<file path="src/rtl/sertx_pkg.sv">
package sertx_pkg;

    localparam int BUS_W  = 16;
    localparam int ADDR_W = 3;
    localparam int BYTE_W = 8;
    localparam int FRAME_W = 12;

    typedef enum logic [ADDR_W-1:0] {
        A_DATA = 3'd0,
        A_IEN  = 3'd1,
        A_IID  = 3'd2,
        A_LCR  = 3'd3,
        A_FRAC = 3'd4,
        A_LSR  = 3'd5
    } reg_addr_e;

    localparam logic [BYTE_W-1:0] IID_NONE = 8'h01;
    localparam logic [BYTE_W-1:0] IID_TXE  = 8'h02;

    // Bit 0 start (low), then the data bits LSB first, then ones for stop and idle.
    function automatic logic [FRAME_W-1:0] build_frame(input logic [BYTE_W-1:0] data,
                                                       input logic [1:0] wl);
        logic [FRAME_W-1:0] f;
        int nbits;
        nbits = 5 + int'(wl);
        for (int i = 0; i < FRAME_W; i++) begin
            if (i == 0)
                f[i] = 1'b0;
            else if (i <= nbits)
                f[i] = data[i-1];
            else
                f[i] = 1'b1;
        end
        return f;
    endfunction

endpackage

</file>
<file path="src/rtl/sertx_baud.sv">
module sertx_baud #(
    parameter int DIV_W  = 16,
    parameter int M_W    = 2,
    parameter int FRAC_W = 11
) (
    input  logic              clk,
    input  logic              rst_n,
    input  logic [DIV_W-1:0]  div,
    input  logic              frac_en,
    input  logic [M_W-1:0]    frac_m,
    input  logic [FRAC_W-1:0] frac_n,
    output logic              tick
);
    localparam int ACC_W = FRAC_W + M_W + 1;
    localparam logic [ACC_W-1:0] ONE = ACC_W'(1 << FRAC_W);

    typedef struct packed {
        logic [DIV_W-1:0] pre;
        logic [ACC_W-1:0] acc;
        logic             tick;
    } baud_st_t;

    baud_st_t st_d, st_q;
    logic [DIV_W-1:0] div_eff;
    logic [ACC_W-1:0] k_raw, k_eff, sum;

    always_comb begin
        div_eff = (div == '0) ? DIV_W'(1) : div;
        k_raw   = frac_en ? {1'b0, frac_m, frac_n} : ONE;
        k_eff   = (k_raw < ONE) ? ONE : k_raw;
        sum     = st_q.acc + ONE;
        st_d      = st_q;
        st_d.tick = 1'b0;
        if (st_q.pre >= div_eff - DIV_W'(1)) begin
            st_d.pre = '0;
            if (sum >= k_eff) begin
                st_d.acc  = sum - k_eff;
                st_d.tick = 1'b1;
            end else begin
                st_d.acc = sum;
            end
        end else begin
            st_d.pre = st_q.pre + DIV_W'(1);
        end
    end

    always_ff @(posedge clk or negedge rst_n) begin
        if (!rst_n) st_q <= '0;
        else        st_q <= st_d;
    end

    assign tick = st_q.tick;

endmodule

</file>
<file path="src/rtl/sertx_shift.sv">
module sertx_shift
    import sertx_pkg::*;
#(
    parameter int OVERSAMPLE = 32
) (
    input  logic              clk,
    input  logic              rst_n,
    input  logic              tick,
    input  logic              load,
    input  logic [BYTE_W-1:0] data,
    input  logic [1:0]        wl,
    input  logic              two_stop,
    output logic              busy,
    output logic              txd
);
    localparam int OS_W  = $clog2(OVERSAMPLE);
    localparam int CNT_W = $clog2(FRAME_W);

    typedef struct packed {
        logic               busy;
        logic [FRAME_W-1:0] frame;
        logic [OS_W-1:0]    sub;
        logic [CNT_W-1:0]   bitn;
        logic [CNT_W-1:0]   last;
    } shift_st_t;

    shift_st_t st_d, st_q;

    always_comb begin
        st_d = st_q;
        if (!st_q.busy) begin
            if (load) begin
                st_d.busy  = 1'b1;
                st_d.frame = build_frame(data, wl);
                st_d.sub   = '0;
                st_d.bitn  = '0;
                st_d.last  = CNT_W'(5) + CNT_W'(wl) + (two_stop ? CNT_W'(2) : CNT_W'(1));
            end
        end else if (tick) begin
            if (st_q.sub == OS_W'(OVERSAMPLE - 1)) begin
                st_d.sub = '0;
                if (st_q.bitn == st_q.last) begin
                    st_d.busy = 1'b0;
                end else begin
                    st_d.frame = {1'b1, st_q.frame[FRAME_W-1:1]};
                    st_d.bitn  = st_q.bitn + CNT_W'(1);
                end
            end else begin
                st_d.sub = st_q.sub + OS_W'(1);
            end
        end
    end

    always_ff @(posedge clk or negedge rst_n) begin
        if (!rst_n) st_q <= '0;
        else        st_q <= st_d;
    end

    assign busy = st_q.busy;
    assign txd  = st_q.busy ? st_q.frame[0] : 1'b1;

endmodule

</file>
<file path="src/rtl/sertx_regs.sv">
module sertx_regs
    import sertx_pkg::*;
#(
    parameter int DIV_W  = 16,
    parameter int M_W    = 2,
    parameter int FRAC_W = 11
) (
    input  logic              clk,
    input  logic              rst_n,
    input  logic [ADDR_W-1:0] bus_addr,
    input  logic              bus_wr,
    input  logic              bus_rd,
    input  logic [BUS_W-1:0]  bus_wdata,
    input  logic              sh_busy,
    output logic [BUS_W-1:0]  bus_rdata,
    output logic              irq,
    output logic              load,
    output logic [BYTE_W-1:0] hold_data,
    output logic [1:0]        wl,
    output logic              two_stop,
    output logic [DIV_W-1:0]  div,
    output logic              frac_en,
    output logic [M_W-1:0]    frac_m,
    output logic [FRAC_W-1:0] frac_n,
    output logic              dlab,
    output logic              thre,
    output logic              ier_txe
);
    typedef struct packed {
        logic [BYTE_W-1:0] lcr;
        logic [BYTE_W-1:0] ier;
        logic [DIV_W-1:0]  dl;
        logic [BUS_W-1:0]  frac;
        logic [BYTE_W-1:0] hold;
        logic              thre;
        logic              pend;
        logic [BUS_W-1:0]  rdata;
    } reg_st_t;

    reg_st_t st_d, st_q;
    logic              txint;
    logic [BYTE_W-1:0] iid, lsr;
    logic [BUS_W-1:0]  rmux;

    always_comb begin
        txint = st_q.pend && st_q.ier[1];
        iid   = txint ? IID_TXE : IID_NONE;
        lsr   = {1'b0, st_q.thre && !sh_busy, st_q.thre, 5'b0};
        load  = !st_q.thre && !sh_busy;

        case (bus_addr)
            A_DATA:  rmux = st_q.lcr[7] ? BUS_W'(st_q.dl[7:0]) : '0;
            A_IEN:   rmux = st_q.lcr[7] ? BUS_W'(st_q.dl[DIV_W-1:8]) : BUS_W'(st_q.ier);
            A_IID:   rmux = BUS_W'(iid);
            A_LCR:   rmux = BUS_W'(st_q.lcr);
            A_FRAC:  rmux = st_q.frac;
            A_LSR:   rmux = BUS_W'(lsr);
            default: rmux = '0;
        endcase

        st_d = st_q;
        // hand-off to the shift engine empties the holding register
        if (load) begin
            st_d.thre = 1'b1;
            st_d.pend = 1'b1;
        end

        if (bus_wr) begin
            case (bus_addr)
                A_DATA: begin
                    if (st_q.lcr[7]) begin
                        st_d.dl[7:0] = bus_wdata[7:0];
                    end else begin
                        st_d.hold = bus_wdata[BYTE_W-1:0];
                        st_d.thre = 1'b0;
                        st_d.pend = 1'b0;
                    end
                end
                A_IEN: begin
                    if (st_q.lcr[7]) begin
                        st_d.dl[DIV_W-1:8] = bus_wdata[DIV_W-9:0];
                    end else begin
                        st_d.ier = bus_wdata[BYTE_W-1:0];
                        if (bus_wdata[1] && st_q.thre) st_d.pend = 1'b1;
                    end
                end
                A_LCR:   st_d.lcr  = bus_wdata[BYTE_W-1:0];
                A_FRAC:  st_d.frac = bus_wdata;
                default: ;
            endcase
        end

        if (bus_rd) begin
            st_d.rdata = rmux;
            if (bus_addr == A_IID && txint) st_d.pend = 1'b0;
        end
    end

    always_ff @(posedge clk or negedge rst_n) begin
        if (!rst_n) begin
            st_q      <= '0;
            st_q.thre <= 1'b1;
        end else begin
            st_q <= st_d;
        end
    end

    assign bus_rdata = st_q.rdata;
    assign irq       = txint;
    assign hold_data = st_q.hold;
    assign wl        = st_q.lcr[1:0];
    assign two_stop  = st_q.lcr[2];
    assign div       = st_q.dl;
    assign frac_en   = st_q.frac[BUS_W-1];
    assign frac_m    = st_q.frac[FRAC_W+M_W-1:FRAC_W];
    assign frac_n    = st_q.frac[FRAC_W-1:0];
    assign dlab      = st_q.lcr[7];
    assign thre      = st_q.thre;
    assign ier_txe   = st_q.ier[1];

endmodule

</file>
<file path="src/rtl/sertx_core.sv">
module sertx_core
    import sertx_pkg::*;
#(
    parameter int OVERSAMPLE = 32,
    parameter int DIV_W      = 16,
    parameter int M_W        = 2,
    parameter int FRAC_W     = 11
) (
    input  logic              clk,
    input  logic              rst_n,
    input  logic [ADDR_W-1:0] bus_addr,
    input  logic              bus_wr,
    input  logic              bus_rd,
    input  logic [BUS_W-1:0]  bus_wdata,
    output logic [BUS_W-1:0]  bus_rdata,
    output logic              txd,
    output logic              irq
);
    logic              tick, load, busy, two_stop, frac_en;
    logic              dlab, thre, ier_txe;
    logic [BYTE_W-1:0] hold_data;
    logic [1:0]        wl;
    logic [DIV_W-1:0]  div;
    logic [M_W-1:0]    frac_m;
    logic [FRAC_W-1:0] frac_n;

    sertx_regs #(.DIV_W(DIV_W), .M_W(M_W), .FRAC_W(FRAC_W)) u_regs (
        .clk       (clk),
        .rst_n     (rst_n),
        .bus_addr  (bus_addr),
        .bus_wr    (bus_wr),
        .bus_rd    (bus_rd),
        .bus_wdata (bus_wdata),
        .sh_busy   (busy),
        .bus_rdata (bus_rdata),
        .irq       (irq),
        .load      (load),
        .hold_data (hold_data),
        .wl        (wl),
        .two_stop  (two_stop),
        .div       (div),
        .frac_en   (frac_en),
        .frac_m    (frac_m),
        .frac_n    (frac_n),
        .dlab      (dlab),
        .thre      (thre),
        .ier_txe   (ier_txe)
    );

    sertx_baud #(.DIV_W(DIV_W), .M_W(M_W), .FRAC_W(FRAC_W)) u_baud (
        .clk     (clk),
        .rst_n   (rst_n),
        .div     (div),
        .frac_en (frac_en),
        .frac_m  (frac_m),
        .frac_n  (frac_n),
        .tick    (tick)
    );

    sertx_shift #(.OVERSAMPLE(OVERSAMPLE)) u_shift (
        .clk      (clk),
        .rst_n    (rst_n),
        .tick     (tick),
        .load     (load),
        .data     (hold_data),
        .wl       (wl),
        .two_stop (two_stop),
        .busy     (busy),
        .txd      (txd)
    );

endmodule

</file>
<file path="config.mk">
export PLATFORM = sky130hd
export DESIGN_NAME = sertx_core
export DESIGN_NICKNAME = d
export VERILOG_FILES = /design/src/rtl/sertx_pkg.sv /design/src/rtl/sertx_baud.sv /design/src/rtl/sertx_shift.sv /design/src/rtl/sertx_regs.sv /design/src/rtl/sertx_core.sv
export SDC_FILE = /design/constraint.sdc
export NUM_CORES = 1
export LEC_CHECK = 0
export BUFFER_PORTS_ARGS = -buffer_cell sky130_fd_sc_hd__clkbuf_2
export CAP_MARGIN = 15
export CELL_PAD_IN_SITES_DETAIL_PLACEMENT = 0
export CELL_PAD_IN_SITES_GLOBAL_PLACEMENT = 2
export CORE_MARGIN = 5
export CORE_UTILIZATION = 25
export DETAILED_ROUTE_END_ITERATION = 8
export GPL_TIMING_DRIVEN = 0
export PLACE_DENSITY_LB_ADDON = 0.1
export SYNTH_ARGS = -nofsm -noshare
export SYNTH_HDL_FRONTEND = slang
export SYNTH_HIERARCHICAL = 1
export SYNTH_SLANG_ARGS = --single-unit
</file>
<file path="constraint.sdc">
create_clock -name clk -period 4.1 [get_ports clk]
set_input_delay 0 -clock clk [delete_from_list [all_inputs] [get_ports clk]]
set_output_delay 0 -clock clk [all_outputs]
set_load 0.005 [all_outputs]
</file>
Yosys cells after proc, flatten, opt, wreduce, memory -nomap -nowiden. Index checks and enable logic that the tools add are counted.

$add $sub $neg: 9. Magnitude comparators: 14. Eq/ne operators: 10. Mux-type cells: 42. Bitwise operators: 2. Reduce and logical (&&, ||, !) cells: 19.

Operators by type and width (number): <= comparator 4 x 32 -> 1 bit (first input constant) (4); <= comparator 5 x 32 -> 1 bit (first input constant) (4); case mux 16 bit (6 select lines) (1); <= comparator 3 x 32 -> 1 bit (first input constant) (2); 2-to-1 mux 22 bit (2); <= comparator 2 x 32 -> 1 bit (first input constant) (1); 2-to-1 mux 16 bit (2); 2-to-1 mux 14 bit (2); 2-to-1 mux 13 bit (2); 2-to-1 mux 26 bit (1); 2-to-1 mux 1 bit (19); 2-to-1 mux 17 bit (1); adder 16 x 1 -> 16 bit (second input constant) (1); >= comparator 16 bit (1); logical NOT 16 bit (1); 2-to-1 mux 8 bit (2); subtractor 16 x 1 -> 16 bit (second input constant) (1); adder 14 x 12 -> 14 bit (second input constant) (1); >= comparator 14 bit (1); < comparator 14 x 12 -> 1 bit (second input constant) (1); subtractor 14 bit (1); 2-to-1 mux 12 bit (1); AND reduction 3 bit (4); 2-to-1 mux 2 bit (5); other kinds (20) (35).

Register bits: 131. Input bits: 23. Logic and storage cells: 113.

Logic depth before layout (Yosys ltp).
Depth after elaboration: 9. Gate-level depth with buffers: 21. Depth with buffers taken out: 19.

Hierarchy. Netlist, hierarchy kept.

Modules (own cells, without submodules): sertx_regs (instances 1, cells an instance 306, area an instance 3767.4 um^2); sertx_baud (instances 1, cells an instance 308, area an instance 2616.3 um^2); sertx_shift (instances 1, cells an instance 132, area an instance 1291.2 um^2).

Worst setup path after synthesis. Ideal clock, no wire load.

Path kind: reg2reg. From: reg u_regs.st_q (netlist bit u_regs/div[11]). To: reg u_baud/st_q[12] (netlist bit). Arrival: 3555 ps. Path slack: 414 ps. Cell stages (with the launch flop): 20. Buffers on the path: 2. Cells stage by stage: dfrtp_1 buf_4 or3_1 nor3_1 nand3_1 nor3_1 nor2_1 ha_1 nand2_1 or2_2 nor2_1 xnor2_1 ha_1 nand2_1 nor3_1 a211oi_1 o31ai_2 buf_2 nor2_1 or3_1.

Longest elaborated chain between the ends: 4.

Ends and longest elaborated chain: start, declared (line sertx_regs.sv:40) `reg_st_t st_d, st_q;`; start signal, assigned (line sertx_regs.sv:104) `st_q <= st_d;`; logical NOT 16 bit (line sertx_baud.sv:28) `div_eff = (div == '0) ? DIV_W'(1) : div;`; 2-to-1 mux 16 bit (*) (line sertx_baud.sv:28); subtractor 16 x 1 -> 16 bit (*) (line sertx_baud.sv:34) `if (st_q.pre >= div_eff - DIV_W'(1)) begin`; >= comparator 16 bit (*) (line sertx_baud.sv:34); end signal, assigned (line sertx_baud.sv:49) `else st_q <= st_d;`; end, declared (line sertx_baud.sv:23) `baud_st_t st_d, st_q;`.

Mark *: on every way between the ends. The rest lies on a longest branch, timed or not. A chain may end at the register's enable or synchronous reset.

Worst setup path in the final report. Ends and elaborated chain as after synthesis.

==> results.toml <==
[timing]
fin_setup_tns_ns = 0
fin_ws_ns = 0.257
fin_crit_sh = 0.937
timing.final.hold_violations = 0
setup_viol = 0
fin_crit_ns = 3.84
max-slew-margin-rel = 0.597
fin_skew_ns = 0.0148
tightestPinTransition_ns = 0.590
finalMaxSlewViolations = 0
fmax_mhz = 260
hold_ws_ns = 0.0123

[clocking]
clock_path_buffers = 2
cts_root_buf = "clkbuf_16"
clkTransAtPathRegs_ns = 0.07
htreeDepth = 4
clk_latency_ns = 0.42
cts_sinks = 131
cts_tree = "done"
cts_made_buffers = 17

[outcome]
status = "finished clean"

[placement]
postPlaceCellArea_um2 = 8390
dp.cells = 1180
gp_congestion = 0.761
pre_cts_slack_ns = -0.622
io_buffers = 37
dp_hpwl_mm = 15.7

[synth]
synth_top_area_frac = 0.424
async_reset_ff_frac = 1.00
synth-seq-cells = 131
synth_area_um2 = 7670
yosysWarnings = 6
ys_seq_area_frac = 0.427
synthTopCellsByArea = "dfrtp_1, mux2_2, ha_1"
synthesis.nets = 808
ys.flop_type = "dfrtp_1"
ys_types = 72
synthCells = 746
syn_area_per_cell_um2 = 10.3
synth-edff-count = 0
synth_top_area_cell = "dfrtp_1"

[floorplan]
pin_count = 41
dieArea_um2 = 34300
initial_core_util = 0.252
rows = 64
die_x_um = 185
core_area_um2 = 30400
die_height_um = 185

[layout]
final_cell_mix = "dfrtp_1, nand2_1, buf_4"
syn2layout_area_growth_pct = 21.9
final_util = 0.307
nNetsFinal = 888
layout-drive-gt1-share = 0.290
design_area_um2 = 9360
final_cells = 1235
n_antenna_cell = 0
final_common_cell = "dfrtp_1"

[global_route]
grt_pass1_wl_mm = 33.2
first_global_vias = 5818
grt.overflow.total = 0
grt_max_degree = 82
grt_util_all_layers = 0.125
antenna_found_initial = 0

[run]
drv_cap = 0

[detailed_routing]
drtAntennaViolNets = 0
routed_wl_mm = 20.9
drtIter0Drc = 223
drc = 0
wire_per_inst_um = 16.9
vias = 5733
vias_per_cell = 4.64
drt_first_pass_iters = 4

[power]
leakage_nw = 4.20
ir_worst_vdd_mv = 0.231
p_per_area_nw_per_um2 = 635
power_mw = 5.94

[min_path]
worstHoldStart = "bus_wdata[2]"
holdPathEnd = "u_regs/hold_data[2]$_DFFE_PN0P_"
holdCritPathClass = "input pin to flop"
hold_path_depth = 2

[worst_setup_path]
critPathLaunchType = "flop"
crit_arrival_ns = 4.13
r2r_slack_ns = 0.26
crit_family = "simple AND/OR/NAND/NOR gates"
crit_path_max_incr_delay_ns = 0.46
critPathKind = "flop to flop"
path_max_fanout = 6
timing.rr.start = "u_regs/div[11]$_DFFE_PN0P_"
worstPathRequired_ns = 4.39
rr_endpoint = "u_baud/st_q[12]$_DFFE_PN0P_"
crit_chain = "buf_4, or3_4, nor3_4, nand3_2, nor3_4, nor2_2, ha_2, nand2_2, or2_4, nor2_1, xnor2_1, ha_1, nand2_2, nor3_2, a211oi_2, o31ai_4, buf_6, nor2_1, or3_1"
crit_path_end_kind = "flop"
slowest_stage = "o31ai_4"
r2r_cells = 19
path_buf_inv = 2
==> layout make-up <==
| class | instances | area, µm² |
|---|---|---|
| fill | 3186 | 21100 |
| multi-input combinational | 509 | 3810 |
| sequential | 131 | 3280 |
| buffer | 78 | 578 |
| tap | 396 | 495 |
| timing repair buffer | 63 | 449 |
| clock buffer | 18 | 439 |
| clock inverter | 14 | 203 |
| inverter | 26 | 97.6 |
==> synthesized netlist by cell type, drive strengths merged (4+ instances only) <==
master and n:
nor3 12, nor4 6, dfrtp 130, nor2b 5, o2bb2ai 8, o211ai 4
a22o 5, nand2b 8, a21oi 24, o221ai 5, o31ai 4, buf 75
nor3b 6, xnor2 21, nor2 47, a31oi 10, ha 37, mux2i 8
o21ai 42, and2 7, clkbuf 5, and3 8, o22ai 4, nand4 4
xor2 17, a21o 4, a22oi 8, mux2 60, a32o 4, nand3 20
nand2 83, inv 25, or3 7
==> what timing repair did <==
item	in CTS	in global routing
buffers inserted	3	6
gates resized for setup	18	10
hold buffers	16	0
pin swaps	6	15
setup endpoints to repair	31	31
hold endpoints to repair	83	0
==> flip-flops by register name, indices dropped and copies added (netlist names), 2 cells and up <==
signal	cells
u_regs/bus_rdata	16
u_regs/frac_m	2
u_baud/st_q	30
u_regs/st_q	14
u_regs/frac_n	11
u_regs/hold_data	8
u_shift/st_q	25
u_regs/div	16
u_regs/wl	2
==> worst reg2reg max path: stages (launching register included) <==
cell      delay (ns)
dfrtp_1         0.38
buf_4           0.14
or3_4           0.39
nor3_4          0.15
nand3_2         0.13
nor3_4          0.19
nor2_2          0.07
ha_2            0.20
nand2_2         0.09
or2_4           0.12
nor2_1          0.04
xnor2_1         0.14
ha_1            0.30
nand2_2         0.05
nor3_2          0.18
a211oi_2        0.12
o31ai_4         0.46
buf_6           0.19
nor2_1          0.04
or3_1           0.34
==> layer usage <==
metal  GRT usage  wire (µm)
met5           0          0
met4      0.0352        295
met3      0.0196        824
met2       0.188       9160
met1       0.186      10600
==> worst max-delay path by stage <==
stage                                           from                     endpoint  slack (ns)  depth (start not counted)
after CTS                 u_regs/div[11]$_DFFE_PN0P_  u_baud/st_q[12]$_DFFE_PN0P_       0.009                         19
after global placement    u_regs/div[11]$_DFFE_PN0P_   u_baud/st_q[4]$_DFFE_PN0P_       -0.55                         20
after detailed placement  u_regs/div[11]$_DFFE_PN0P_   u_baud/st_q[4]$_DFFE_PN0P_       -0.62                         21
final                     u_regs/div[11]$_DFFE_PN0P_  u_baud/st_q[12]$_DFFE_PN0P_        0.26                         19
after floorplan           u_regs/div[11]$_DFFE_PN0P_  u_baud/st_q[12]$_DFFE_PN0P_        0.41                         19
after global routing      u_regs/div[11]$_DFFE_PN0P_  u_baud/st_q[12]$_DFFE_PN0P_       -0.01                         19
==> cell families (layout without fill, tap and decap cells) <==
group,count (synthesis),after routing,share of synthesized area
simple gates,221,221,0.141
xor+xnor,38,38,0.0434
compound gates,143,143,0.128
flops,131,131,0.427
buf+inv,106,199,0.0874
mux,68,68,0.107
fa+ha+maj,39,39,0.0655
==> report_power, final <==
part	switching, mW	internal, mW	total [mW]
Clock	0.627	1.04	1.67
Sequential	0.289	1.64	1.93
Combinational	1.22	1.12	2.35
Total	2.14	3.81	5.94
Note: power is estimated with default switching activity, not from simulation.
